$ cat config.mk
export PLATFORM = sky130hd
export DESIGN_NAME = alarm_irq_unit
export DESIGN_NICKNAME = d
export VERILOG_FILES = /design/src/rtl/alarm_irq_pkg.sv /design/src/rtl/alarm_match.sv /design/src/rtl/alarm_flag.sv /design/src/rtl/per_flag.sv /design/src/rtl/alarm_irq_unit.sv
export SDC_FILE = /design/constraint.sdc
export NUM_CORES = 1
export LEC_CHECK = 0
export ABC_CLOCK_PERIOD_IN_PS = 1700
export BUFFER_PORTS_ARGS = -buffer_cell sky130_fd_sc_hd__buf_4
export CAP_MARGIN = 20
export CORE_MARGIN = 2
export CORE_UTILIZATION = 39
export CTS_CLUSTER_DIAMETER = 100
export CTS_CLUSTER_SIZE = 40
export DETAILED_ROUTE_END_ITERATION = 10
export GPL_ROUTABILITY_DRIVEN = 0
export PLACE_DENSITY = 0.8
export REMOVE_ABC_BUFFERS = 1
export SLEW_MARGIN = 20
export SYNTH_ARGS = -nofsm -noshare
export SYNTH_HDL_FRONTEND = slang
export SYNTH_HIERARCHICAL = 1
export SYNTH_SLANG_ARGS = --single-unit
$ cat constraint.sdc
create_clock -name clk -period 1.7 [get_ports clk]
set_clock_uncertainty 0.2 [all_clocks]
set_input_delay 0.17 -clock clk [delete_from_list [all_inputs] [get_ports clk]]
set_output_delay 0.17 -clock clk [all_outputs]
set_load 0.02 [all_outputs]
$ cat src/rtl/alarm_irq_pkg.sv
package alarm_irq_pkg;
   // readable flag bit positions (software-visible)
   localparam int FLG_PER = 0;
   localparam int FLG_DAY = 1;
   localparam int FLG_WK  = 2;
   localparam int NFLG    = 3;

   // alarm channel indices; flag bit = channel + 1
   localparam int CH_DAY  = 0;
   localparam int CH_WK   = 1;
   localparam int NCH     = 2;
endpackage

$ cat src/rtl/alarm_match.sv
module alarm_match #(
   parameter int TW = 8
) (
   input  logic          clk,
   input  logic          rst_n,
   input  logic          qual,
   input  logic [TW-1:0] now_hour,
   input  logic [TW-1:0] now_min,
   input  logic [TW-1:0] al_hour,
   input  logic [TW-1:0] al_min,
   output logic          rise
);
   logic eq;
   logic eq_q;

   assign eq   = qual && (now_hour == al_hour) && (now_min == al_min);
   assign rise = eq && !eq_q;

   always_ff @(posedge clk or negedge rst_n) begin
      if (!rst_n) eq_q <= 1'b0;
      else        eq_q <= eq;
   end

   // a match produces one rising event, never two in a row
   a_r6_single_rise: assert property (@(posedge clk) disable iff (!rst_n)
      rise |=> !rise);
endmodule

$ cat src/rtl/alarm_flag.sv
module alarm_flag #(
   parameter int DLY_TICKS = 2
) (
   input  logic clk,
   input  logic rst_n,
   input  logic en,
   input  logic tick,
   input  logic trig,
   input  logic clr,
   output logic flag
);
   localparam int CW = (DLY_TICKS < 2) ? 1 : $clog2(DLY_TICKS + 1);

   logic fire;

   generate
      if (DLY_TICKS == 1) begin : g_one
         logic pend_q;
         always_ff @(posedge clk or negedge rst_n) begin
            if (!rst_n)           pend_q <= 1'b0;
            else if (!en)         pend_q <= 1'b0;
            else if (trig)        pend_q <= 1'b1;
            else if (tick)        pend_q <= 1'b0;
         end
         assign fire = pend_q && tick && !trig;
      end else begin : g_cnt
         logic          pend_q;
         logic [CW-1:0] cnt_q;
         always_ff @(posedge clk or negedge rst_n) begin
            if (!rst_n) begin
               pend_q <= 1'b0;
               cnt_q  <= '0;
            end else if (!en) begin
               pend_q <= 1'b0;
               cnt_q  <= '0;
            end else if (trig) begin
               pend_q <= 1'b1;
               cnt_q  <= CW'(DLY_TICKS);
            end else if (pend_q && tick) begin
               if (cnt_q == CW'(1)) pend_q <= 1'b0;
               cnt_q <= cnt_q - CW'(1);
            end
         end
         assign fire = pend_q && tick && (cnt_q == CW'(1)) && !trig;
      end
   endgenerate

   always_ff @(posedge clk or negedge rst_n) begin
      if (!rst_n)    flag <= 1'b0;
      else if (!en)  flag <= 1'b0;
      else if (fire) flag <= 1'b1;
      else if (clr)  flag <= 1'b0;
   end

   // a flag only rises on a cycle that carried a tick enable
   a_r3_set_on_tick: assert property (@(posedge clk) disable iff (!rst_n)
      $rose(flag) |-> $past(tick));
   // a disabled channel holds no flag
   a_r5_off_clears: assert property (@(posedge clk) disable iff (!rst_n)
      !en |=> !flag);
   // a clear without a competing tick always wins
   a_r4_clear_wins: assert property (@(posedge clk) disable iff (!rst_n)
      (clr && !tick) |=> !flag);
endmodule

$ cat src/rtl/per_flag.sv
module per_flag (
   input  logic clk,
   input  logic rst_n,
   input  logic en,
   input  logic pulse,
   input  logic clr,
   output logic flag
);
   always_ff @(posedge clk or negedge rst_n) begin
      if (!rst_n)     flag <= 1'b0;
      else if (!en)   flag <= 1'b0;
      else if (pulse) flag <= 1'b1;
      else if (clr)   flag <= 1'b0;
   end

   // the periodic flag rises only after a periodic event
   a_r8_set_src: assert property (@(posedge clk) disable iff (!rst_n)
      $rose(flag) |-> $past(pulse && en));
   // a write of 0 without a new event releases the flag
   a_r4_per_clear: assert property (@(posedge clk) disable iff (!rst_n)
      (clr && !pulse) |=> !flag);
endmodule

$ cat src/rtl/alarm_irq_unit.sv
module alarm_irq_unit
   import alarm_irq_pkg::*;
#(
   parameter int TW        = 8,
   parameter int ND        = 7,
   parameter int DLY_TICKS = 2
) (
   input  logic            clk,
   input  logic            rst_n,
   input  logic            tick_32k,
   input  logic [ND-1:0]   now_day,
   input  logic [TW-1:0]   now_hour,
   input  logic [TW-1:0]   now_min,
   input  logic [ND-1:0]   wk_days,
   input  logic [TW-1:0]   wk_hour,
   input  logic [TW-1:0]   wk_min,
   input  logic [TW-1:0]   day_hour,
   input  logic [TW-1:0]   day_min,
   input  logic            wk_en,
   input  logic            day_en,
   input  logic            per_en,
   input  logic            per_pulse,
   input  logic            wr_stb,
   input  logic [NFLG-1:0] wr_data,
   output logic [NFLG-1:0] flags_rd,
   output logic            irq_n
);
   // elaboration checks
   generate
      if (TW < 4)        begin : g_chk_tw  $error("TW must hold one BCD digit"); end
      if (ND < 1)        begin : g_chk_nd  $error("ND must be at least 1");      end
      if (DLY_TICKS < 1) begin : g_chk_dly $error("DLY_TICKS must be >= 1");    end
   endgenerate

   logic [NFLG-1:0] clr;
   logic [NFLG-1:0] flag_q;
   logic [NCH-1:0]  ch_en;
   logic [NCH-1:0]  qual;
   logic [NCH-1:0]  rise;
   logic [TW-1:0]   al_h [NCH];
   logic [TW-1:0]   al_m [NCH];

   assign clr = {NFLG{wr_stb}} & ~wr_data;

   assign al_h[CH_DAY] = day_hour;
   assign al_m[CH_DAY] = day_min;
   assign al_h[CH_WK]  = wk_hour;
   assign al_m[CH_WK]  = wk_min;
   assign ch_en[CH_DAY] = day_en;
   assign ch_en[CH_WK]  = wk_en;

   generate
      for (genvar c = 0; c < NCH; c++) begin : g_ch
         if (c == CH_WK) begin : g_wk_qual
            assign qual[c] = |(wk_days & now_day);
         end else begin : g_any_day
            assign qual[c] = 1'b1;
         end

         alarm_match #(.TW(TW)) u_match (
            .clk      (clk),
            .rst_n    (rst_n),
            .qual     (qual[c]),
            .now_hour (now_hour),
            .now_min  (now_min),
            .al_hour  (al_h[c]),
            .al_min   (al_m[c]),
            .rise     (rise[c])
         );

         alarm_flag #(.DLY_TICKS(DLY_TICKS)) u_flag (
            .clk   (clk),
            .rst_n (rst_n),
            .en    (ch_en[c]),
            .tick  (tick_32k),
            .trig  (rise[c]),
            .clr   (clr[c+1]),
            .flag  (flag_q[c+1])
         );
      end
   endgenerate

   per_flag u_per (
      .clk   (clk),
      .rst_n (rst_n),
      .en    (per_en),
      .pulse (per_pulse),
      .clr   (clr[FLG_PER]),
      .flag  (flag_q[FLG_PER])
   );

   assign flags_rd[FLG_PER] = flag_q[FLG_PER] & per_en;
   assign flags_rd[FLG_DAY] = flag_q[FLG_DAY] & day_en;
   assign flags_rd[FLG_WK]  = flag_q[FLG_WK]  & wk_en;
   assign irq_n = ~|flags_rd;

   // the line only falls after a tick or a periodic event
   a_r7_irq_source: assert property (@(posedge clk) disable iff (!rst_n)
      $fell(irq_n) |-> $past(tick_32k || per_pulse));
   // released line while nothing is readable
   a_r1_idle_high: assert property (@(posedge clk) disable iff (!rst_n)
      (flag_q == '0) |-> irq_n);
endmodule

## Yosys cells after proc, flatten, opt, wreduce, memory -nomap -nowiden

Cells that the tools add are included.

| cells by class | value |
|---|---|
| add/sub/neg operators | 2 |
| equal/unequal tests | 13 |
| multiplexer cells | 23 |
| bitwise logic cells | 6 |
| reduce and logical (&&, ||, !) cells | 20 |

Operators by type and width:

| operator | number |
|---|---|
| $eq A8 B8 Y1 | 4 |
| $ne A3 B1 Y1 const B | 7 |
| $mux W1 | 17 |
| $mux W2 | 6 |
| $logic_and A1 B1 Y1 | 11 |
| $and A7 B7 Y7 | 1 |
| $reduce_or A7 Y1 | 1 |
| $logic_not A1 Y1 | 5 |
| $eq A2 B1 Y1 const B | 2 |
| $reduce_and A2 Y1 | 2 |
| $sub A2 B1 Y2 const B | 2 |
| $and A1 B1 Y1 | 3 |
| $and A3 B3 Y3 | 1 |
| $not A3 Y3 | 1 |
| $reduce_or A3 Y1 | 1 |

| storage, ports and cells | value |
|---|---|
| bits in registers | 11 |
| input port bits | 73 |
| output and inout port bits | 4 |
| logic and storage cells | 73 |

## Depth between registers and ports, before layout

| logic depth | value |
|---|---|
| depth in word-level cells | 9 |
| depth in mapped cells | 6 |
| mapped depth without buffers | 6 |

## By module

Netlist, hierarchy kept.

By module, submodules not included:

| module | instances | cells an instance | area each (sq um) | sequential area each (sq um) |
|---|---|---|---|---|
| alarm_match | 2 | 25 | 212.7 | 25.0 |
| alarm_flag | 2 | 18 | 205.2 | 100.1 |
| alarm_irq_unit | 1 | 12 | 76.3 | 0.0 |
| per_flag | 1 | 3 | 46.3 | 25.0 |

## Worst setup path before layout

Ideal clock, no wire load.

| timing | value |
|---|---|
| path kind | input -> register |
| from | input port day_min[7] |
| to | register g_ch[0].u_flag.g_cnt.cnt_q[1] |
| setup time | 0.066 ns |
| arrival time | 1.226 ns |
| data required time | 1.434 ns |
| setup slack | 0.208 ns |
| cell stages on the path | 6 |
| buffers on the path | 0 |
| path through | xor2_1 nor4_1 nand4_1 nor3_2 a211o_1 o311a_1 |

| between the ends | value |
|---|---|
| longest elaborated chain between the ends | 5 |
| elaborated cells on any way between the ends | 6 |
| classes of those cells | eq/ne: 2; mux: 2; reduce/logical: 2 |

Ends and longest elaborated chain:

| element | line | text |
|---|---|---|
| start: declaration | alarm_irq_unit.sv:18 | `input logic [TW-1:0] day_min,` |
| $eq A8 B8 Y1 (*) | alarm_match.sv:16 | `assign eq = qual && (now_hour == al_hour) && (now_min == al_min);` |
| $logic_and A1 B1 Y1 (*) | alarm_match.sv:16 |  |
| $logic_and A1 B1 Y1 (*) | alarm_match.sv:17 | `assign rise = eq && !eq_q;` |
| named net rise[0] | alarm_irq_unit.sv:39 | `logic [NCH-1:0] rise;` |
| $mux W2 | alarm_flag.sv:36 | `end else if (trig) begin` |
| $mux W2 | alarm_flag.sv:33 | `end else if (!en) begin` |
| end signal: assignment | alarm_flag.sv:38 | `cnt_q <= CW'(DLY_TICKS);` |
| end signal: assignment | alarm_flag.sv:41 | `cnt_q <= cnt_q - CW'(1);` |
| end: declaration | alarm_flag.sv:28 | `logic [CW-1:0] cnt_q;` |

Mark *: on every way through the listed nets, which the timed path passes. The rest lies on a longest branch.
A chain may end at the register's enable or synchronous reset.

## Final worst setup path

| timing | value |
|---|---|
| from | input port per_pulse |
| to | register u_per.flag |

| between the ends | value |
|---|---|
| longest elaborated chain between the ends | 2 |
| elaborated cells on any way between the ends | 3 |
| classes of those cells | eq/ne: 1; mux: 2 |

Ends and longest elaborated chain:

| element | line | text |
|---|---|---|
| start: declaration | alarm_irq_unit.sv:22 | `input logic per_pulse,` |
| $mux W1 | per_flag.sv:12 | `else if (pulse) flag <= 1'b1;` |
| $mux W1 | per_flag.sv:11 | `else if (!en) flag <= 1'b0;` |
| end signal: assignment | per_flag.sv:11 |  |
| end signal: assignment | per_flag.sv:12 |  |
| end signal: assignment | per_flag.sv:13 | `else if (clr) flag <= 1'b0;` |
| end: declaration | per_flag.sv:7 | `output logic flag` |

Several ways; a longest one is shown, not always the timed one.

==> impl_metrics.yaml <==
yosys:
  ys.warnings.count: 6
  avgSynthCellArea_um2: 9.49
  yosysMostFrequentCell: "xor2_1"
  ys_ff_latch: 11
  yosysTopAreaCell: "dfrtp_1"
  synthTopCellsByArea: "dfrtp_1 (29%), xor2_1 (27%), nor4_1 (3.9%), a21boi_0 (3.1%), ha_1 (2.6%)"
  synthCells: 101
  synth_edf_count: 0
  yosysSeqAreaShare_pct: 28.7
  ys_types: 27
  synth.cell_area_um2: 958
  synth_flop_cell: "dfrtp_1"
  synth-async-reset-ratio_pct: 100
  synth_top_area_share_pct: 28.7
  synth_common_cells: "xor2_1 (30), dfrtp_1 (11), nor4_1 (6)"
critical_path:
  setup.worst_path.start_class: "input port"
  ff2ff_path_depth: 3
  path_depth: 4
  crit_path_start: "per_pulse"
  path_delay_family: "buffers and inverters"
  crit_chain: "dlygate4sd3_1, buf_4, o21a_1, dlygate4sd3_1"
  cp_slowest_cell: "dlygate4sd3_1"
  crit_buf_inv: 3
  max_stage_delay_ns: 0.54
  critPathKind: "in2reg"
  end_kind: "flop"
  critical_path.most_common_cell: "dlygate4sd3_1"
  r2r-start: "u_per/flag"
  worstPathMaxFanout: 1
  cp.arrival_ns: 1.55
  required_ns: 1.66
die:
  die_area_mm2: 0.00287
  core_mm2: 0.00228
  num_rows: 17
  die_w_um: 53.6
  die_y_um: 53.6
  start_util_pct: 42.1
  io_pins: 77
power_and_ir_drop:
  ir_worst_vdd_mv: 0.275
  p_per_area_mw_per_mm2: 425
  p_leak_uw: 0.000820
  finalPower_uw: 701
placed_design:
  hpwl_mm: 2.41
  place_ws_ns: -0.0782
  dpl_cell_area_mm2: 0.00157
  portBuffers: 76
global_route:
  antenna_found_initial: 0
  grt_overflow: 0
  grt_pass1_wl_mm: 4.53
  grt_start_max_net_pins: 13
  grt_use_total_pct: 21.8
  grt_pass1_vias: 1194
timing:
  setup_ws_ns: 0.109
  rsz0062_at_grt: "no"
  whs_ns: 0.0240
  min_period_ns: 1.59
  finalCritPeriodShare_pct: 93.6
  hold_viol_final: 0
  fmax_mhz: 629
  setup_viol: 0
  slew_violations: 0
clocking:
  numCtsBuffers: 3
  htreeDepth: 1
  clk_pin_slew_worst_paths_ns: 0.07
  cts_tree: "done"
  root_buffer: "clkbuf_4"
  clk_path_buf_depth: 2
  worstSkewPairLatency_ns: 0.28
  cts_setup_buffers: 0
  clock_sinks: 11
outcome:
  outcome: "finished clean"
final_layout:
  postLayoutCoreUtil_pct: 72.5
  fin_area_mm2: 0.00165
  syn_to_final_growth_pct: 72.2
  nNetsFinal: 262
  fillers: 180
  layout-drive-gt1-share_pct: 46.2
  insertedDiodeCount: 0
worst_hold_path:
  hold_path.class: "in2reg"
  min_from: "tick_32k"
  worstHoldPathCells: 3
routing:
  drcViolationCount: 0
  drt_iter0_drc: 18
  drt-pass1-iter-count: 4
  post_drt_wl_per_cell_um: 12.9
  viasPerCell: 5.10
  vias: 1091
  ant_nets: 0
  wirelength_mm: 2.76
job:
  maxCapViolations: 0
[cells by family (layout without fill, tap and decap cells)]
logic type	Yosys count	in the layout	share of synthesized area (%)
simple gates	35	35	23.1
xor+xnor	32	32	29.2
compound gates	18	18	15.1
flops	11	11	28.7
fa+ha+maj	2	2	2.61
buf+inv	2	87	0.784
other cells	1	1	0.391
[worst min-delay path, delay by kind of cell]
family	cells	cell delay [ns]
AO/OA/AOI/OAI	1	0.06
AND/OR/NAND/NOR	1	0.09
buffers and inverters	1	0.15
[report_power, final]
part	total [uW]	internal (uW)	switching, uW
Clock	184	91.2	93.2
Combinational	253	162	90.8
Sequential	264	263	0.706
Total	701	516	185
[cell type report]
type	count	area, um^2	share of cell area (%)
Clock buffer	4	26.3	1.59
Inverter	2	7.51	0.455
Multi-Input combinational cell	88	683	41.4
Sequential cell	11	275	16.7
Tap cell	28	35.0	2.12
Timing Repair Buffer	81	623	37.8
[registers in the layout, summed over array words and instances (netlist names)]
| name | flops |
|---|---|
| g_ch.u_flag/flag | 2 |
| g_ch.u_flag/g_cnt.cnt_q | 4 |
| g_ch.u_match/eq_q | 2 |
| g_ch.u_flag/g_cnt.pend_q | 2 |
| u_per/flag | 1 |
[routing by layer]
layer  vias up  wire length, um  global-route usage [%]
met3         7              311                    6.67
li1        530                -                       -
met2        60             1470                    43.8
met4         0               55                    10.3
met1       494              922                    19.2
met5         -                0                       0
[final timing paths]
| check | to | slack, ns |
|---|---|---|
| worst max-delay path | u_per/flag | 0.11 |
| worst min-delay path | g_ch[1].u_flag/g_cnt.cnt_q[0] | 0.02 |
| worst max register to register | u_per/flag | 0.19 |
| worst min register to register | g_ch[1].u_flag/flag | 0.35 |
| max in group asynchronous | g_ch[0].u_match/eq_q | 1.08 |
| min in group asynchronous | g_ch[0].u_flag/g_cnt.cnt_q[1] | 0.07 |
[what timing repair did]
| action | CTS | global route |
|---|---|---|
| setup endpoints to repair | 0 | 1 |
| resized for setup | 0 | 3 |
| hold buffers | 5 | 0 |
| hold endpoints to repair | 20 | 0 |
[stage by stage]
stage,cells,TNS (ns)
CTS,215,0
detailed placement,206,-0.311
global placement,206,-0.235
global route,214,0
finish,214,0
floorplan,101,0
[cell usage in the layout, fill, tap and decap left out]
cell type / instances
xnor2_1: 2
a22oi_1: 2
nor2_1: 2
nor4_1: 6
nand2b_1: 4
nand2_1: 4
dlymetal6s4s_1: 1
a222oi_1: 1
conb_1: 1
o21a_1: 3
o311a_1: 2
nor3_2: 3
and2_1: 2
dlygate4sd3_1: 4
nand4_1: 2
nand3_1: 1
inv_1: 2
nand4b_1: 2
and2_4: 1
clkbuf_4: 3
nor3_1: 2
clkbuf_1: 1
buf_4: 76
a21bo_2: 2
a21boi_0: 4
ha_1: 2
dfrtp_1: 11
nor2b_4: 1
nand3b_1: 2
nor2b_1: 3
a211o_1: 2
xor2_1: 30
a21oi_1: 2
No activity file was read; power rests on OpenSTA's default activity.
